==> src/rtl/dseq_pkg.sv <==
package dseq_pkg;

  typedef enum logic [3:0] {
    SQ_IDLE = 4'd0,
    SQ_S0   = 4'd1,
    SQ_S1   = 4'd2,
    SQ_S2   = 4'd3,
    SQ_S3   = 4'd4,
    SQ_S4   = 4'd5,
    SQ_RD1  = 4'd6,
    SQ_RD2  = 4'd7,
    SQ_RD3  = 4'd8,
    SQ_RD4  = 4'd9,
    SQ_WR1  = 4'd10,
    SQ_WR2  = 4'd11,
    SQ_WR3  = 4'd12,
    SQ_WR4  = 4'd13
  } seq_st_e;

  typedef enum logic [1:0] {
    XM_DEMAND = 2'b00,
    XM_SINGLE = 2'b01,
    XM_BLOCK  = 2'b10,
    XM_RSVD   = 2'b11
  } xmode_e;

  typedef struct packed {
    logic dack;
    logic rd;
    logic wr;
    logic adv;
  } strb_t;

endpackage

==> src/rtl/dseq_rst_sync.sv <==
module dseq_rst_sync #(
  parameter int STAGES = 2
) (
  input  logic clk,
  input  logic rst_n,
  output logic rst_q
);
  localparam int TOP = STAGES - 1;

  logic [TOP:0] sh_q;

  generate
    if (STAGES == 1) begin : g_one
      always_ff @(posedge clk or negedge rst_n) begin
        if (!rst_n) sh_q <= 1'b0;
        else        sh_q <= 1'b1;
      end
    end else begin : g_chain
      always_ff @(posedge clk or negedge rst_n) begin
        if (!rst_n) sh_q <= '0;
        else        sh_q <= {sh_q[TOP-1:0], 1'b1};
      end
    end
  endgenerate

  assign rst_q = sh_q[TOP];
endmodule

==> src/rtl/dseq_eop_track.sv <==
module dseq_eop_track (
  input  logic clk,
  input  logic rst_n,
  input  logic active,
  input  logic eop_n,
  output logic eop_hit
);
  logic lat_q;
  logic lat_en;
  logic lat_d;

  // capture while active, clear whenever idle
  always_comb begin
    lat_en = !active || !eop_n;
    lat_d  = active;
  end

  always_ff @(posedge clk or negedge rst_n) begin
    if (!rst_n)      lat_q <= 1'b0;
    else if (lat_en) lat_q <= lat_d;
  end

  assign eop_hit = active && (lat_q || !eop_n);
endmodule

==> src/rtl/dseq_burst_judge.sv <==
module dseq_burst_judge
  import dseq_pkg::*;
(
  input  xmode_e mode,
  input  logic   mem2mem,
  input  logic   tc,
  input  logic   eop_hit,
  input  logic   dreq,
  output logic   stop
);
  always_comb begin
    if (mem2mem) begin
      stop = tc || eop_hit;
    end else begin
      case (mode)
        XM_DEMAND: stop = tc || eop_hit || !dreq;
        XM_BLOCK:  stop = tc || eop_hit;
        default:   stop = 1'b1;
      endcase
    end
  end
endmodule

==> src/rtl/dseq_strobe_dec.sv <==
module dseq_strobe_dec
  import dseq_pkg::*;
(
  input  seq_st_e st,
  input  logic    comp_eff,
  input  logic    ext_write,
  output strb_t   strb
);
  always_comb begin
    strb = '0;
    case (st)
      SQ_S1:  strb.dack = 1'b1;
      SQ_S2:  begin
        strb.dack = 1'b1;
        strb.rd   = 1'b1;
        strb.wr   = comp_eff || ext_write;
      end
      SQ_S3:  begin
        strb.dack = 1'b1;
        strb.rd   = 1'b1;
        strb.wr   = 1'b1;
      end
      SQ_S4:  begin
        strb.dack = 1'b1;
        strb.adv  = 1'b1;
      end
      SQ_RD1: strb.dack = 1'b1;
      SQ_RD2, SQ_RD3: begin
        strb.dack = 1'b1;
        strb.rd   = 1'b1;
      end
      SQ_RD4: begin
        strb.dack = 1'b1;
        strb.adv  = 1'b1;
      end
      SQ_WR1: strb.dack = 1'b1;
      SQ_WR2: begin
        strb.dack = 1'b1;
        strb.wr   = ext_write;
      end
      SQ_WR3: begin
        strb.dack = 1'b1;
        strb.wr   = 1'b1;
      end
      SQ_WR4: begin
        strb.dack = 1'b1;
        strb.adv  = 1'b1;
      end
      default: strb = '0;
    endcase
  end
endmodule

==> src/rtl/dma_xfer_seq.sv <==
module dma_xfer_seq
  import dseq_pkg::*;
#(
  parameter int RST_STAGES = 2
) (
  input  logic       clk,
  input  logic       rst_n,
  input  logic       grant,
  input  logic       dreq,
  input  logic [1:0] xfer_mode,
  input  logic       mem2mem,
  input  logic       compressed,
  input  logic       ext_write,
  input  logic       tc,
  input  logic       eop_n,
  output logic       dack,
  output logic       rd_stb,
  output logic       wr_stb,
  output logic       adv,
  output logic       done
);
  seq_st_e st_q;
  seq_st_e st_d;
  xmode_e  mode;
  strb_t   strb;
  logic    rst_q;
  logic    comp_eff;
  logic    active;
  logic    eop_hit;
  logic    stop;
  logic    last;

  assign mode     = xmode_e'(xfer_mode);
  assign comp_eff = compressed && !mem2mem;
  assign active   = (st_q != SQ_IDLE);
  assign last     = (st_q == SQ_S4) || (st_q == SQ_WR4);

  dseq_rst_sync #(.STAGES(RST_STAGES)) u_rst (
    .clk   (clk),
    .rst_n (rst_n),
    .rst_q (rst_q)
  );

  dseq_eop_track u_eop (
    .clk     (clk),
    .rst_n   (rst_q),
    .active  (active),
    .eop_n   (eop_n),
    .eop_hit (eop_hit)
  );

  dseq_burst_judge u_judge (
    .mode    (mode),
    .mem2mem (mem2mem),
    .tc      (tc),
    .eop_hit (eop_hit),
    .dreq    (dreq),
    .stop    (stop)
  );

  dseq_strobe_dec u_dec (
    .st        (st_q),
    .comp_eff  (comp_eff),
    .ext_write (ext_write),
    .strb      (strb)
  );

  // next-state
  always_comb begin
    st_d = st_q;
    case (st_q)
      SQ_IDLE: if (grant && dreq) st_d = SQ_S0;
      SQ_S0: begin
        if (!dreq)        st_d = SQ_IDLE;
        else if (mem2mem) st_d = SQ_RD1;
        else              st_d = SQ_S1;
      end
      SQ_S1:  st_d = SQ_S2;
      SQ_S2:  st_d = comp_eff ? SQ_S4 : SQ_S3;
      SQ_S3:  st_d = SQ_S4;
      SQ_S4: begin
        if (stop)          st_d = SQ_IDLE;
        else if (comp_eff) st_d = SQ_S2;
        else               st_d = SQ_S1;
      end
      SQ_RD1: st_d = SQ_RD2;
      SQ_RD2: st_d = SQ_RD3;
      SQ_RD3: st_d = SQ_RD4;
      SQ_RD4: st_d = SQ_WR1;
      SQ_WR1: st_d = SQ_WR2;
      SQ_WR2: st_d = SQ_WR3;
      SQ_WR3: st_d = SQ_WR4;
      SQ_WR4: st_d = stop ? SQ_IDLE : SQ_RD1;
      default: st_d = SQ_IDLE;
    endcase
  end

  // state register
  always_ff @(posedge clk or negedge rst_q) begin
    if (!rst_q) st_q <= SQ_IDLE;
    else        st_q <= st_d;
  end

  assign dack   = strb.dack;
  assign rd_stb = strb.rd;
  assign wr_stb = strb.wr;
  assign adv    = strb.adv;
  assign done   = last && stop;


  done_idle_chk: assert property (@(posedge clk) disable iff (!rst_q)
    done |=> (st_q == SQ_IDLE));


  dack_start_chk: assert property (@(posedge clk) disable iff (!rst_q)
    $rose(dack) |-> $past(st_q == SQ_S0));


  adv_pulse_chk: assert property (@(posedge clk) disable iff (!rst_q)
    adv |=> !adv);


  comp_skip_chk: assert property (@(posedge clk) disable iff (!rst_q)
    (st_q == SQ_S2 && compressed && !mem2mem) |=> (st_q == SQ_S4));


  m2m_split_chk: assert property (@(posedge clk) disable iff (!rst_q)
    (st_q == SQ_RD4) |=> (st_q == SQ_WR1));


  single_one_chk: assert property (@(posedge clk) disable iff (!rst_q)
    (st_q == SQ_S4 && !mem2mem && mode == XM_SINGLE) |=> (st_q == SQ_IDLE));


  block_hold_chk: assert property (@(posedge clk) disable iff (!rst_q)
    (st_q == SQ_S4 && !mem2mem && mode == XM_BLOCK && !tc && !eop_hit)
      |=> (st_q != SQ_IDLE));


  eop_end_chk: assert property (@(posedge clk) disable iff (!rst_q)
    (last && eop_hit) |=> (st_q == SQ_IDLE));

endmodule

==> config.mk <==
export PLATFORM = sky130hd
export DESIGN_NAME = dma_xfer_seq
export DESIGN_NICKNAME = d
export VERILOG_FILES = /design/src/rtl/dseq_pkg.sv /design/src/rtl/dseq_rst_sync.sv /design/src/rtl/dseq_eop_track.sv /design/src/rtl/dseq_burst_judge.sv /design/src/rtl/dseq_strobe_dec.sv /design/src/rtl/dma_xfer_seq.sv
export SDC_FILE = /design/constraint.sdc
export NUM_CORES = 1
export LEC_CHECK = 0
export ABC_AREA = 1
export BUFFER_PORTS_ARGS = -buffer_cell sky130_fd_sc_hd__buf_2
export CELL_PAD_IN_SITES_DETAIL_PLACEMENT = 1
export CELL_PAD_IN_SITES_GLOBAL_PLACEMENT = 1
export CORE_MARGIN = 4
export CORE_UTILIZATION = 32
export DETAILED_ROUTE_END_ITERATION = 8
export HOLD_SLACK_MARGIN = 0.08
export PLACE_DENSITY_LB_ADDON = 0.1
export SLEW_MARGIN = 5
export SYNTH_ARGS = -nofsm -noshare
export SYNTH_HDL_FRONTEND = slang
export SYNTH_HIERARCHICAL = 1
export SYNTH_SLANG_ARGS = --single-unit
export TNS_END_PERCENT = 5
==> constraint.sdc <==
create_clock -name clk -period 1.8 [get_ports clk]
set_input_delay 0.36 -clock clk [delete_from_list [all_inputs] [get_ports clk]]
set_output_delay 0.36 -clock clk [all_outputs]
set_load 0.05 [all_outputs]
Yosys cells after proc, flatten, opt, wreduce, memory -nomap -nowiden
Index checks and enable logic that the tools add are counted.
Widths: inputs -> output; s select.

word-level totals
  register bits after elaboration = 7
  input bits = 11
  output and inout bits = 5
  logic and storage cells = 53

cells by class
  eq/ne operators = 15
  mux-type cells = 14
  reductions and logical operators = 21

operators by type and width
  kind                count
  $pmux 4 s14         1
  $eq 4x4->1 const B  6
  $eq 4x3->1 const B  4
  $reduce_or 12->1    1
  $mux 3              3
  $eq 4x2->1 const B  2
  $logic_or 1x1->1    6
  $mux 1              6
  $eq 4x1->1 const B  1
  $logic_and 1x1->1   4
  $logic_not 1->1     4
  $logic_not 4->1     1
  $mux 4              1
  $reduce_bool 4->1   1
  $reduce_or 4->1     1
  $pmux 1 s3          1
  $reduce_or 3->1     1
  $eq 2x2->1 const B  1
  $logic_not 2->1     1
  $mux 2              1
  $ne 2x2->1 const B  1
  $pmux 1 s2          1
  $reduce_or 2->1     1

Depth between registers and ports, before layout
  word-level depth = 9
  mapped depth = 13

By module
Netlist, hierarchy kept.

by module, submodules not included
  module            instances  cells an instance  area each (um^2)  seq. area each (um^2)
  dma_xfer_seq      1          44                 292.8             100.1
  dseq_strobe_dec   1          21                 90.1              0.0
  dseq_rst_sync     1          3                  53.8              50.0
  dseq_eop_track    1          6                  45.0              25.0
  dseq_burst_judge  1          6                  23.8              0.0

Least setup slack after synthesis
No wires, ideal clock.

  path type = register to output
  start = reg st_q[1]
  end = out done
  arrival time = 2,535 ps
  slack = -1,095 ps
  stages on the path, launching flop included = 11
  cells stage by stage = dfrtp_1 -> inv_1 -> nand2_1 -> nor2_1 -> inv_1 -> nand3_1 -> nand2_1 -> nor2_1 -> nand2_1 -> inv_1 -> nor4_1

between the ends
  cells in the longest elaborated chain, start to end = 7
  elaborated cells between the ends (all ways) = 10
  classes of those cells = 2 x eq/ne; 2 x mux; 6 x reduce/logical

ends and longest elaborated chain
  what                      line                                                                    RTL
  start: declaration        dma_xfer_seq.sv:22                                                      seq_st_e st_q;
  start signal: assignment  dma_xfer_seq.sv:101                                                     else st_q <= st_d;
  $reduce_bool 4->1 (*)     dma_xfer_seq.sv:35                                                      assign active = (st_q != SQ_IDLE);
  named net active          dma_xfer_seq.sv:28                                                      logic active;
  $logic_and 1x1->1 (*)     dseq_eop_track.sv:23                                                    assign eop_hit = active && (lat_q || !eop_n);
  named net eop_hit         dma_xfer_seq.sv:29                                                      logic eop_hit;
  $logic_or 1x1->1 (*)      dseq_burst_judge.sv:13, dseq_burst_judge.sv:16, dseq_burst_judge.sv:17
  $logic_or 1x1->1          dseq_burst_judge.sv:16                                                  XM_DEMAND: stop = tc || eop_hit || !dreq;
  $pmux 1 s2                dseq_burst_judge.sv:15                                                  case (mode)
  $mux 1 (*)                dseq_burst_judge.sv:12                                                  if (mem2mem) begin
  named net stop            dma_xfer_seq.sv:30                                                      logic stop;
  $logic_and 1x1->1 (*)     dma_xfer_seq.sv:108                                                     assign done = last && stop;
  end: declaration          dma_xfer_seq.sv:20                                                      output logic done

Mark *: on every way through the listed nets, which the timed path passes. The rest lies on a longest branch.

Worst setup path after layout
  start = reg st_q[2]
  end = out done

Same word-level chain as after synthesis.

==> flow_summary.json <==
{
  "outcome": "finished, violations left",
  "violations": "negative setup slack",
  "endpoint_kind": "output port",
  "power_frac_seq": 0.174,
  "grt_pass1_wl_um": 2435,
  "die_y_um": 47.75,
  "hold_path.class": "reg -> async",
  "finalNonFillerCells": 125,
  "hold_viol": 0,
  "cts_root_buf": "clkbuf_4",
  "finalPower_uw": 1407,
  "syn-num-nets": 91,
  "synthCells": 80,
  "drive_above_1_share": 0.3670,
  "clockBufferDepth": 2,
  "p_sw_uw": 745.9,
  "vias": 609,
  "ys_seq_area_frac": 0.3465,
  "yosys-top-cells-area": "dfrtp_1, nand2_1, inv_1",
  "first_pass_iters": 1,
  "rsz0062_at_grt": "yes",
  "pin_count": 16,
  "wire_per_inst_um": 11.93,
  "pwr-share-comb": 0.723,
  "cp-start-kind": "flip-flop",
  "cts_tree": "built",
  "grt_pass1_vias": 574,
  "dp_cells": 118,
  "peakVddDrop_mv": 0.7932,
  "syn2layout_area_growth_pct": 50.00,
  "yosys.area.top_type": "dfrtp_1",
  "track_usage": 0.1569,
  "drc": 0,
  "grtUsageMet2": 0.2348,
  "p_clk_frac": 0.103,
  "cts_sinks": 7,
  "worst-setup-path-type": "reg -> out",
  "critPathRequiredTime_ns": 1.44,
  "use_met3": 0.01128,
  "nets": 121,
  "start_util": 0.3355,
  "busiest_layer": "met2",
  "critPathArrivalTime_ns": 1.52,
  "routabilityCongestion": 0.7849,
  "power.internal_uw": 660.9,
  "synth_top_area_frac": 0.3465,
  "port_buffers": 15,
  "slew_violations": 0,
  "setup_viol": 1,
  "viasPerCell": 4.872,
  "pwr_density_cell_nw_per_um2": 1855,
  "ant_nets": 0,
  "switching_share": 0.5302,
  "h-tree-depth": 1,
  "ys_seq_elements": 7,
  "first_iter_violations": 0,
  "fmax_ghz": 0.5320,
  "fin_worst_skew_ns": 0.0005106,
  "post-route-util": 0.5033,
  "clkTransAtPathRegs_ns": 0.05,
  "coreArea_sq_um": 1506,
  "syn_area_per_cell_sq_um": 6.319,
  "clock_latency_ns": 0.25,
  "grt_use_met1": 0.2098,
  "grt.overflow.total": 0,
  "critPathMaxFanout": 2,
  "wirelength_um": 1491,
  "min_period_ns": 1.880,
  "min_period_over_period": 1.044,
  "dpl.hpwl_um": 1193,
  "antenna_found_initial": 0,
  "ys_warn_count": 6,
  "drv_cap": 0,
  "fin_ws_ns": -0.07981,
  "cts-buffers-inserted": 3,
  "diodes": 0,
  "grt_max_degree": 12,
  "dieArea_sq_um": 2280,
  "syn_area_sq_um": 505.5,
  "dieWidth_um": 47.75,
  "synth_cell_type_count": 17,
  "rows": 14,
  "p_leak_uw": 0.0004094
}
[Yosys cell counts]
master and number:
o21ai_1 3, nand4_1 4, nand3_1 8, inv_1 15
nor4_1 1, nor2_4 1, o21ai_0 2, nor2_1 7
nand2_1 22, nor3b_1 1, conb_1 1, a21oi_1 1
a21oi_2 1, dfrtp_1 7, nor2_2 3, a31oi_1 1
inv_2 2
[layer usage]
layer | routed length, um | vias to the layer above
met1 | 703 | 285
met4 | 40 | 0
met3 | 45 | 4
met5 | 0 | -
met2 | 701 | 10
li1 | - | 310
[critical path: stages (launching register included)]
cell     delay [ns]
dfrtp_1        0.38
nor2_2         0.14
inv_1          0.06
nor2_2         0.11
inv_2          0.06
nand3_2        0.06
nand2_1        0.05
nor2_1         0.08
nand2_1        0.06
inv_2          0.07
nor4_4         0.04
buf_6          0.15
[final cells by class]
type | instances | area, sq um
fillers | 215 | 748.2
multi-input cells | 56 | 296.5
repair buffers | 25 | 176.4
flip-flops and latches | 7 | 175.2
inverters | 17 | 63.81
clock buffers | 4 | 26.28
well taps | 16 | 20.02
[layout by cell type (no fill, tap or decap), types with 4 or more instances in the layout]
cell / count
nand2_1: 21
nand3_1: 7
buf_2: 10
inv_2: 4
dfrtp_1: 7
buf_4: 10
inv_1: 13
nand4_1: 4
o21ai_1: 4
nor2_1: 6
clkbuf_4: 4
[worst paths after layout]
kind	start	end	slack (ns)	cells after the start
max	st_q[2]$_DFFE_PN0P_	done	-0.08	11
min	u_rst/sh_q[1]$_DFF_PN0_	u_eop/lat_q$_DFFE_PN0P_	0.08	0
max reg2reg	st_q[2]$_DFFE_PN0P_	st_q[0]$_DFFE_PN0P_	0.21	14
min reg2reg	u_rst/sh_q[1]$_DFF_PN0_	u_eop/lat_q$_DFFE_PN0P_	0.08	0
max in group asynchronous	rst_n	u_rst/sh_q[1]$_DFF_PN0_	1.28	2
min in group clk	u_rst/sh_q[0]$_DFF_PN0_	u_rst/sh_q[1]$_DFF_PN0_	0.36	0
[cell families (layout without fill, tap and decap cells)]
group                  count (synthesis)  in the layout  share of synthesized area
and+or+nand+nor                       47             47                     0.4307
AOI/OAI and AO/OA                      8              8                    0.08910
other                                  1              1                   0.007419
DFF                                    7              7                     0.3465
buffers and inverters                 17             46                     0.1262
[power by group through the flow]
stage	Sequential, uW	Combinational (uW)	Clock (uW)
final	245	1020	145
after global placement	243	896	0
after global routing	252	1100	158
after floorplan	308	557	0
after CTS	247	965	148
after detailed placement	246	917	0
[what timing repair did]
action                                 in CTS  in global routing
setup endpoints to repair                   2                  4
hold buffers                                1                  0
pin swaps                                   7                  2
endpoints found under the hold margin       2                  0
setup buffers                               1                  1
resized for setup                           8                  8
[metrics by stage]
step           worst slack (ns)  TNS (ns)  area (sq um)  hold slack, ns
2_1_floorplan           -0.3207   -0.8273         520.5         0.05406
3_3_place_gp            0.01112         0         668.1         0.08118
3_5_place_dp           -0.03723  -0.03723         668.1         0.07823
4_1_cts                 -0.1370   -0.1370         730.7         0.08523
5_1_grt                 -0.2040   -0.2077         758.2         0.09825
6_report               -0.07981  -0.07981         758.2         0.07623
[sequential cells by signal, indices dropped and copies added (netlist names)]
signal	count
u_rst/sh_q	2
st_q	4
u_eop/lat_q	1
Power figures use the tool's default switching activity.
